**config.mk**
```make
export PLATFORM = sky130hd
export DESIGN_NAME = usb_out_ep
export DESIGN_NICKNAME = d
export VERILOG_FILES = /design/src/rtl/usb_out_ep_pkg.sv /design/src/rtl/usb_out_ep_judge.sv /design/src/rtl/usb_out_ep_regs.sv /design/src/rtl/usb_out_ep_fsm.sv /design/src/rtl/usb_out_ep.sv
export SDC_FILE = /design/constraint.sdc
export NUM_CORES = 1
export LEC_CHECK = 0
export ABC_AREA = 1
export ABC_CLOCK_PERIOD_IN_PS = 3500
export BUFFER_PORTS_ARGS = -buffer_cell sky130_fd_sc_hd__buf_2
export CORE_MARGIN = 2
export CORE_UTILIZATION = 34
export CTS_CLUSTER_DIAMETER = 40
export DETAILED_ROUTE_END_ITERATION = 8
export GPL_ROUTABILITY_DRIVEN = 0
export SETUP_SLACK_MARGIN = 0.15
export SLEW_MARGIN = 20
export SYNTH_ARGS = -nofsm -noshare
export SYNTH_HDL_FRONTEND = slang
export SYNTH_SLANG_ARGS = --single-unit
```
**constraint.sdc**
```tcl
create_clock -name clk -period 3.5 [get_ports clk]
set_clock_uncertainty 0.1 [all_clocks]
set_input_delay 0.175 -clock clk [delete_from_list [all_inputs] [get_ports clk]]
set_output_delay 0.175 -clock clk [all_outputs]
set_load 0.01 [all_outputs]
```
**src/rtl/usb_out_ep_pkg.sv**
```systemverilog
package usb_out_ep_pkg;

    typedef enum logic [1:0] {
        EP_CTRL = 2'b00,
        EP_ISO  = 2'b01,
        EP_BULK = 2'b10,
        EP_INTR = 2'b11
    } ep_kind_e;

    typedef enum logic [1:0] {
        CL_NONE,
        CL_XFER,
        CL_SETUP,
        CL_DIS
    } close_e;

    typedef enum logic [2:0] {
        ST_IDLE,
        ST_DECIDE,
        ST_REPLY,
        ST_CLOSE,
        ST_NOTIFY
    } ep_state_e;

    // Outcome of one packet
    typedef struct packed {
        logic hs;     // send a handshake
        logic ack;    // ACK when 1, NAK when 0
        logic keep;   // payload goes to the FIFO
        logic adv;    // toggle expected PID / parity
        logic fin;    // stage ends after this packet
        logic setup;  // packet was a SETUP
    } verdict_t;

endpackage

```
**src/rtl/usb_out_ep_judge.sv**
```systemverilog
module usb_out_ep_judge
    import usb_out_ep_pkg::*;
#(
    parameter int MAX_MPS = 64,
    parameter int XFER_W  = 16,
    parameter int FREE_W  = 10,
    parameter int LEN_W   = $clog2(MAX_MPS) + 1
) (
    input  ep_kind_e          kind,
    input  logic              snoop_en,
    input  logic [1:0]        mps_code,
    input  logic [FREE_W-1:0] fifo_free,
    input  logic              en_q,
    input  logic              nak_q,
    input  logic              exp_q,
    input  logic [XFER_W-1:0] rem_q,
    input  logic              lat_setup,
    input  logic              lat_data1,
    input  logic              lat_odd,
    input  logic              lat_ok,
    input  logic [LEN_W-1:0]  lat_len,
    output verdict_t          verdict
);

    localparam logic [LEN_W-1:0] MPS_TOP = LEN_W'(MAX_MPS);

    logic [LEN_W-1:0] mps;
    logic room, good, last;

    always_comb begin
        mps  = MPS_TOP >> mps_code;
        room = 32'(fifo_free) >= 32'(mps);
        good = lat_ok || snoop_en;
        last = (lat_len < mps) || (32'(lat_len) >= 32'(rem_q));
    end

    always_comb begin
        verdict = '0;
        if (!good) begin
            verdict = '0;
        end else if (lat_setup) begin
            verdict.hs    = 1'b1;
            verdict.ack   = 1'b1;
            verdict.keep  = 1'b1;
            verdict.fin   = 1'b1;
            verdict.setup = 1'b1;
        end else if (kind == EP_ISO) begin
            verdict.keep = en_q && !nak_q && room && (lat_odd == exp_q);
            verdict.adv  = verdict.keep;
            verdict.fin  = verdict.keep && last;
        end else if (!en_q || nak_q || !room) begin
            verdict.hs = 1'b1;
        end else if (lat_data1 != exp_q) begin
            verdict.hs  = 1'b1;
            verdict.ack = 1'b1;
        end else begin
            verdict.hs   = 1'b1;
            verdict.ack  = 1'b1;
            verdict.keep = 1'b1;
            verdict.adv  = 1'b1;
            verdict.fin  = last;
        end
    end

endmodule

```
**src/rtl/usb_out_ep_regs.sv**
```systemverilog
module usb_out_ep_regs
    import usb_out_ep_pkg::*;
#(
    parameter int XFER_W = 16,
    parameter int LEN_W  = 7
) (
    input  logic              clk,
    input  logic              rst_n,
    input  logic              sw_enable_set,
    input  logic              sw_disable_req,
    input  logic              sw_set_nak,
    input  logic              sw_clr_nak,
    input  logic              sw_set_data1,
    input  logic [XFER_W-1:0] sw_xfer_bytes,
    input  logic              hw_close,
    input  logic              hw_apply,
    input  verdict_t          verdict,
    input  logic [LEN_W-1:0]  lat_len,
    output logic              en_q,
    output logic              dis_q,
    output logic              nak_q,
    output logic              exp_q,
    output logic [XFER_W-1:0] rem_q
);

    always_ff @(posedge clk) begin
        if (!rst_n) begin
            en_q  <= 1'b0;
            dis_q <= 1'b0;
        end else if (hw_close) begin
            en_q  <= 1'b0;
            dis_q <= 1'b0;
        end else begin
            if (sw_enable_set) en_q <= 1'b1;
            if (sw_disable_req && en_q) dis_q <= 1'b1;
        end
    end

    always_ff @(posedge clk) begin
        if (!rst_n) nak_q <= 1'b0;
        else if (sw_set_nak) nak_q <= 1'b1;
        else if (sw_clr_nak) nak_q <= 1'b0;
    end

    always_ff @(posedge clk) begin
        if (!rst_n) exp_q <= 1'b0;
        else if (sw_set_data1) exp_q <= 1'b1;
        else if (hw_apply && verdict.setup) exp_q <= 1'b1;
        else if (hw_apply && verdict.adv) exp_q <= !exp_q;
    end

    always_ff @(posedge clk) begin
        if (!rst_n) rem_q <= '0;
        else if (sw_enable_set && !hw_close) rem_q <= sw_xfer_bytes;
        else if (hw_apply && verdict.keep && !verdict.setup)
            rem_q <= rem_q - XFER_W'(lat_len);
    end

endmodule

```
**src/rtl/usb_out_ep_fsm.sv**
```systemverilog
module usb_out_ep_fsm
    import usb_out_ep_pkg::*;
#(
    parameter int LEN_W = 7
) (
    input  logic             clk,
    input  logic             rst_n,
    input  logic             pkt_valid,
    input  logic             pkt_setup,
    input  logic             pkt_data1,
    input  logic             pkt_frame_odd,
    input  logic             pkt_crc_ok,
    input  logic [LEN_W-1:0] pkt_len,
    input  logic             dis_q,
    input  verdict_t         verdict,
    output ep_state_e        state_q,
    output logic             lat_setup,
    output logic             lat_data1,
    output logic             lat_odd,
    output logic             lat_ok,
    output logic [LEN_W-1:0] lat_len,
    output logic             hs_valid,
    output logic             hs_ack,
    output logic             rx_commit,
    output logic             irq_xfer_done,
    output logic             irq_setup_done,
    output logic             irq_ep_disabled
);

    ep_state_e state_d;
    verdict_t  verdict_q;
    close_e    cause_q;

    always_ff @(posedge clk) begin
        if (!rst_n) state_q <= ST_IDLE;
        else        state_q <= state_d;
    end

    always_comb begin
        state_d = state_q;
        unique case (state_q)
            ST_IDLE: begin
                if (pkt_valid)  state_d = ST_DECIDE;
                else if (dis_q) state_d = ST_CLOSE;
            end
            ST_DECIDE: state_d = ST_REPLY;
            ST_REPLY:  state_d = verdict_q.fin ? ST_CLOSE : ST_IDLE;
            ST_CLOSE:  state_d = ST_NOTIFY;
            ST_NOTIFY: state_d = ST_IDLE;
            default:   state_d = ST_IDLE;
        endcase
    end

    always_ff @(posedge clk) begin
        if (!rst_n) begin
            lat_setup <= 1'b0;
            lat_data1 <= 1'b0;
            lat_odd   <= 1'b0;
            lat_ok    <= 1'b0;
            lat_len   <= '0;
            verdict_q <= '0;
            cause_q   <= CL_NONE;
        end else begin
            if (state_q == ST_IDLE && pkt_valid) begin
                lat_setup <= pkt_setup;
                lat_data1 <= pkt_data1;
                lat_odd   <= pkt_frame_odd;
                lat_ok    <= pkt_crc_ok;
                lat_len   <= pkt_len;
            end
            if (state_q == ST_IDLE && !pkt_valid && dis_q) cause_q <= CL_DIS;
            if (state_q == ST_DECIDE) begin
                verdict_q <= verdict;
                cause_q   <= verdict.setup ? CL_SETUP : (verdict.fin ? CL_XFER : CL_NONE);
            end
        end
    end

    always_comb begin
        hs_valid        = 1'b0;
        hs_ack          = 1'b0;
        rx_commit       = 1'b0;
        irq_xfer_done   = 1'b0;
        irq_setup_done  = 1'b0;
        irq_ep_disabled = 1'b0;
        unique case (state_q)
            ST_REPLY: begin
                hs_valid  = verdict_q.hs;
                hs_ack    = verdict_q.hs && verdict_q.ack;
                rx_commit = verdict_q.keep;
            end
            ST_NOTIFY: begin
                irq_xfer_done   = (cause_q == CL_XFER);
                irq_setup_done  = (cause_q == CL_SETUP);
                irq_ep_disabled = (cause_q == CL_DIS);
            end
            default: ;
        endcase
    end

endmodule

```
**src/rtl/usb_out_ep.sv**
```systemverilog
module usb_out_ep
    import usb_out_ep_pkg::*;
#(
    parameter int MAX_MPS = 64,
    parameter int XFER_W  = 16,
    parameter int FREE_W  = 10
) (
    input  logic                      clk,
    input  logic                      rst_n,
    input  logic [1:0]                ep_kind,
    input  logic                      snoop_en,
    input  logic [1:0]                mps_code,
    input  logic [XFER_W-1:0]         sw_xfer_bytes,
    input  logic                      sw_enable_set,
    input  logic                      sw_disable_req,
    input  logic                      sw_set_nak,
    input  logic                      sw_clr_nak,
    input  logic                      sw_set_data1,
    input  logic                      pkt_valid,
    input  logic                      pkt_setup,
    input  logic                      pkt_data1,
    input  logic                      pkt_frame_odd,
    input  logic                      pkt_crc_ok,
    input  logic [$clog2(MAX_MPS):0]  pkt_len,
    input  logic [FREE_W-1:0]         fifo_free,
    output logic                      hs_valid,
    output logic                      hs_ack,
    output logic                      rx_commit,
    output logic                      ep_en,
    output logic                      ep_dis_pend,
    output logic                      nak_sts,
    output logic                      exp_bit,
    output logic                      irq_xfer_done,
    output logic                      irq_setup_done,
    output logic                      irq_ep_disabled
);

    localparam int LEN_W = $clog2(MAX_MPS) + 1;

    ep_state_e         state_q;
    verdict_t          verdict;
    logic              lat_setup, lat_data1, lat_odd, lat_ok;
    logic [LEN_W-1:0]  lat_len;
    logic [XFER_W-1:0] rem_q;
    logic              en_q, dis_q, nak_q, exp_q;

    usb_out_ep_fsm #(.LEN_W(LEN_W)) u_fsm (
        .clk             (clk),
        .rst_n           (rst_n),
        .pkt_valid       (pkt_valid),
        .pkt_setup       (pkt_setup),
        .pkt_data1       (pkt_data1),
        .pkt_frame_odd   (pkt_frame_odd),
        .pkt_crc_ok      (pkt_crc_ok),
        .pkt_len         (pkt_len),
        .dis_q           (dis_q),
        .verdict         (verdict),
        .state_q         (state_q),
        .lat_setup       (lat_setup),
        .lat_data1       (lat_data1),
        .lat_odd         (lat_odd),
        .lat_ok          (lat_ok),
        .lat_len         (lat_len),
        .hs_valid        (hs_valid),
        .hs_ack          (hs_ack),
        .rx_commit       (rx_commit),
        .irq_xfer_done   (irq_xfer_done),
        .irq_setup_done  (irq_setup_done),
        .irq_ep_disabled (irq_ep_disabled)
    );

    usb_out_ep_judge #(
        .MAX_MPS (MAX_MPS),
        .XFER_W  (XFER_W),
        .FREE_W  (FREE_W),
        .LEN_W   (LEN_W)
    ) u_judge (
        .kind      (ep_kind_e'(ep_kind)),
        .snoop_en  (snoop_en),
        .mps_code  (mps_code),
        .fifo_free (fifo_free),
        .en_q      (en_q),
        .nak_q     (nak_q),
        .exp_q     (exp_q),
        .rem_q     (rem_q),
        .lat_setup (lat_setup),
        .lat_data1 (lat_data1),
        .lat_odd   (lat_odd),
        .lat_ok    (lat_ok),
        .lat_len   (lat_len),
        .verdict   (verdict)
    );

    usb_out_ep_regs #(.XFER_W(XFER_W), .LEN_W(LEN_W)) u_regs (
        .clk            (clk),
        .rst_n          (rst_n),
        .sw_enable_set  (sw_enable_set),
        .sw_disable_req (sw_disable_req),
        .sw_set_nak     (sw_set_nak),
        .sw_clr_nak     (sw_clr_nak),
        .sw_set_data1   (sw_set_data1),
        .sw_xfer_bytes  (sw_xfer_bytes),
        .hw_close       (state_q == ST_CLOSE),
        .hw_apply       (state_q == ST_DECIDE),
        .verdict        (verdict),
        .lat_len        (lat_len),
        .en_q           (en_q),
        .dis_q          (dis_q),
        .nak_q          (nak_q),
        .exp_q          (exp_q),
        .rem_q          (rem_q)
    );

    assign ep_en       = en_q;
    assign ep_dis_pend = dis_q;
    assign nak_sts     = nak_q;
    assign exp_bit     = exp_q;

endmodule

```
==> metrics.md <==
| Metric | Value |
|---|---|
| Outcome | `finished, final reports clean` |
| Endpoints failing setup | `0` |
| Min-Delay Path Class | `in -> reg` |
| Post-route clock period utilization | `61.0%` |
| Sequential share of the synthesized area | `29.9%` |
| Slew @ Worst Pin | `0.682 ns` |
| Routed WL per cell | `11.0 um` |
| Vias | `2679` |
| Max_cap viols | `0` |
| Die area | `0.00861 mm2` |
| Yosys reg bits | `40` |
| Vias in the first global route | `2503` |
| Tmin final | `2.13 ns` |
| Dpl hpwl | `4920 um` |
| Post-Synth Adder-Cell Area | `7.75%` |
| Postcts setup bufs | `0` |
| Unrepaired setup endpoints after global routing | `no` |
| Syn avg cell area | `6.34 um2` |
| Total Power | `1580 uW` |
| Synth Instances | `423` |
| Chip width | `92.8 um` |
| XOR/XNOR share of the synthesized area | `1.63%` |
| Mapped Nets | `489` |
| Antenna viol nets, final | `0` |
| I/O pins | `60` |
| Yosys warning count | `0` |
| Core footprint | `0.00769 mm2` |
| Register area | `801 um2` |
| LEAKAGE | `0.00157 uW` |
| Cell taking the most area after synthesis | `dfxtp_1` |
| Final Hold Vio Count | `0` |
| GRT Total Usage | `15.4%` |
| Pin count of the biggest net entering global routing | `31` |
| Worst path arrival time | `2.23 ns` |
| Initial antenna violation count | `0` |
| Post-CTS Hold Fix Bufs | `1` |
| Detailed-route DRC error count | `0` |
| Worst-Skew Late Latency | `0.30 ns` |
| Max Clk Rate | `469 MHz` |
| Critical Setup Path Class | `reg -> reg` |
| N_diodes | `0` |
| PwrDens | `501 mW/mm2` |
| Simple-gate share of the synthesized area | `35.8%` |
| Total CTS buffers | `5` |
| Ratio of cells with drive above 1 in the final layout | `19.0%` |
| Kind of start point of the critical path | `flip-flop` |
| Rows | `32` |
| Crit-path max FO | `3` |
| GR Overflow Total | `0` |
| Resized cells post-CTS | `0` |
| TritonCTS clock tree | `done` |
| Area Overhead vs Synth | `17.4%` |
| Post-synthesis mux area share | `0%` |
| Port Buffers | `56` |
| Synthesized-area fraction occupied by ao, oa, aoi and oai cells | `13.7%` |
| Max VDD drop | `174 uV` |
| Mapped cell area | `0.00268 mm2` |
| Critical Path End Type | `flip-flop` |
| H-tree depth | `2` |
| Worst Path Required | `3.60 ns` |
| Area contributors post-synth | `dfxtp_1 (30%), nand2_1 (15%), inv_1 (8.1%), nor2_1 (7.8%), ha_1 (7.0%)` |
| Area of the multi-input gates | `0.00158 mm2` |
| Via/cell ratio | `4.62` |
| Clk buf depth | `2` |
| Fill cell count | `869` |
| Total routed wirelength | `6370 um` |
| Largest family of logic cells by synthesized area | `simple AND/OR/NAND/NOR gates` |
| Final nets | `543` |
| 1st-pass router iterations | `4` |
| Setup TNS | `0 ns` |
| Share of the synthesized area in the top cell type | `29.9%` |
| CTS Root Cell | `clkbuf_8` |
| Initial Utilization | `34.9%` |
| Distinct cell type count after synthesis | `38` |
| Max-slew violations | `0` |
| Worst rel slew slack | `54.4%` |
| Die Y | `92.8 um` |
| First-pass GRT wire length | `10900 um` |
| CTS sink cnt | `40` |
| Clock transition at the registers of the reported paths | `0.08 ns` |
| Initial detailed-routing violation count | `99` |
-- synthesized netlist by cell type, drive strengths merged --
library cell / number
nand2: 107
nor2: 69
inv: 63
dfxtp: 40
o21ai: 37
a21oi: 29
nand3: 27
ha: 15
nor3: 8
buf: 7
clkbuf: 3
nor4: 3
xnor2: 3
nand4: 2
xor2: 2
a31oi: 1
and3: 1
clkinv: 1
fa: 1
nand3b: 1
nor3b: 1
o211ai: 1
o21bai: 1
-- worst max-delay path, cell delays in order, from the launching register on --
cell      delay, ns
dfxtp_1        0.34
inv_1          0.05
ha_1           0.21
fa_1           0.41
nand3b_1       0.18
nand2_1        0.13
nand2_1        0.10
nand2_1        0.11
xor2_1         0.17
o21ai_1        0.09
nor2_2         0.12
nor2_1         0.05
-- cell usage in the layout (no fill, tap or decap), types with 2 or more instances in the layout --
master	Yosys	layout
a21oi_1	27	27
a21oi_2	2	2
buf_2	2	56
clkbuf_8	0	5
dfxtp_1	40	40
ha_1	15	15
inv_1	58	58
inv_2	4	4
nand2_1	104	104
nand2_2	2	2
nand3_1	26	26
nand4_1	2	2
nor2_1	56	56
nor2_2	12	12
nor3_1	6	6
nor4_1	3	3
o21ai_0	24	24
o21ai_1	11	11
o21ai_2	2	2
xnor2_1	3	3
xor2_1	2	2
-- cell type report --
cell class,count,share of cell area (%)
Clock buffer,6,2.31
Clock inverter,2,1.11
Inverter,64,7.71
Multi-Input combinational cell,309,50.1
Sequential cell,40,25.4
Tap cell,102,4.06
Timing Repair Buffer,57,9.22
-- flip-flops by register name, summed over array words and instances, names as in the netlist --
register	cells
u_fsm.lat_data1	1
u_regs.rem_q	16
u_regs.exp_q	1
u_fsm.state_q	3
u_regs.dis_q	1
u_fsm.cause_q	2
u_fsm.verdict_q	4
u_regs.nak_q	1
u_regs.en_q	1
u_fsm.lat_ok	1
u_fsm.lat_setup	1
u_fsm.lat_odd	1
u_fsm.lat_len	7
-- path summary, 6_finish.rpt --
check,startpoint,endpoint,slack [ns],cells past startpoint
max,u_regs.rem_q[0],u_regs.rem_q[8],1.37,11
min reg2reg,u_fsm.lat_ok,u_fsm.lat_ok,0.35,2
max reg2reg,u_regs.rem_q[0],u_regs.rem_q[8],1.37,11
min,sw_disable_req,u_regs.dis_q,0.02,3
-- stage by stage --
step / instance area (um2) / hold WS [ns] / utilization, % / worst slack [ns] / cells
after global placement: 3030 / 0.284 / 39.4 / 1.33 / 571
after floorplan: 2680 / 0.192 / - / 1.56 / 423
after detailed placement: 3030 / 0.297 / 39.4 / 1.29 / 571
after global routing: 3150 / 0.0535 / 40.9 / 1.11 / 580
final: 3150 / 0.0225 / 40.9 / 1.37 / 580
after CTS: 3150 / 0.0236 / 40.9 / 1.35 / 580
-- logic make-up (layout without fill, tap and decap cells) --
kind of cell               count (synthesis)  in the layout
and+or+nand+nor                          219            219
buffers and inverters                     74            129
AOI/OAI and AO/OA                         69             69
DFF                                       40             40
adders and majority gates                 16             16
xor gates and xnor gates                   5              5
-- power by group --
group	internal (uW)	total (uW)	switching [uW]
Combinational	236	625	389
Sequential	518	568	49.6
Clock	212	383	171
Total	967	1580	610
-- routing by layer --
metal | vias up | share of wire [%] | GRT usage, %
met3 | 5 | 3.7 | 2.69
met1 | 1172 | 51 | 19.9
met4 | 0 | 0.83 | 3.31
li1 | 1455 | - | -
met5 | - | 0 | 0
met2 | 47 | 45 | 26.9
(Power assumes the default switching activity.)
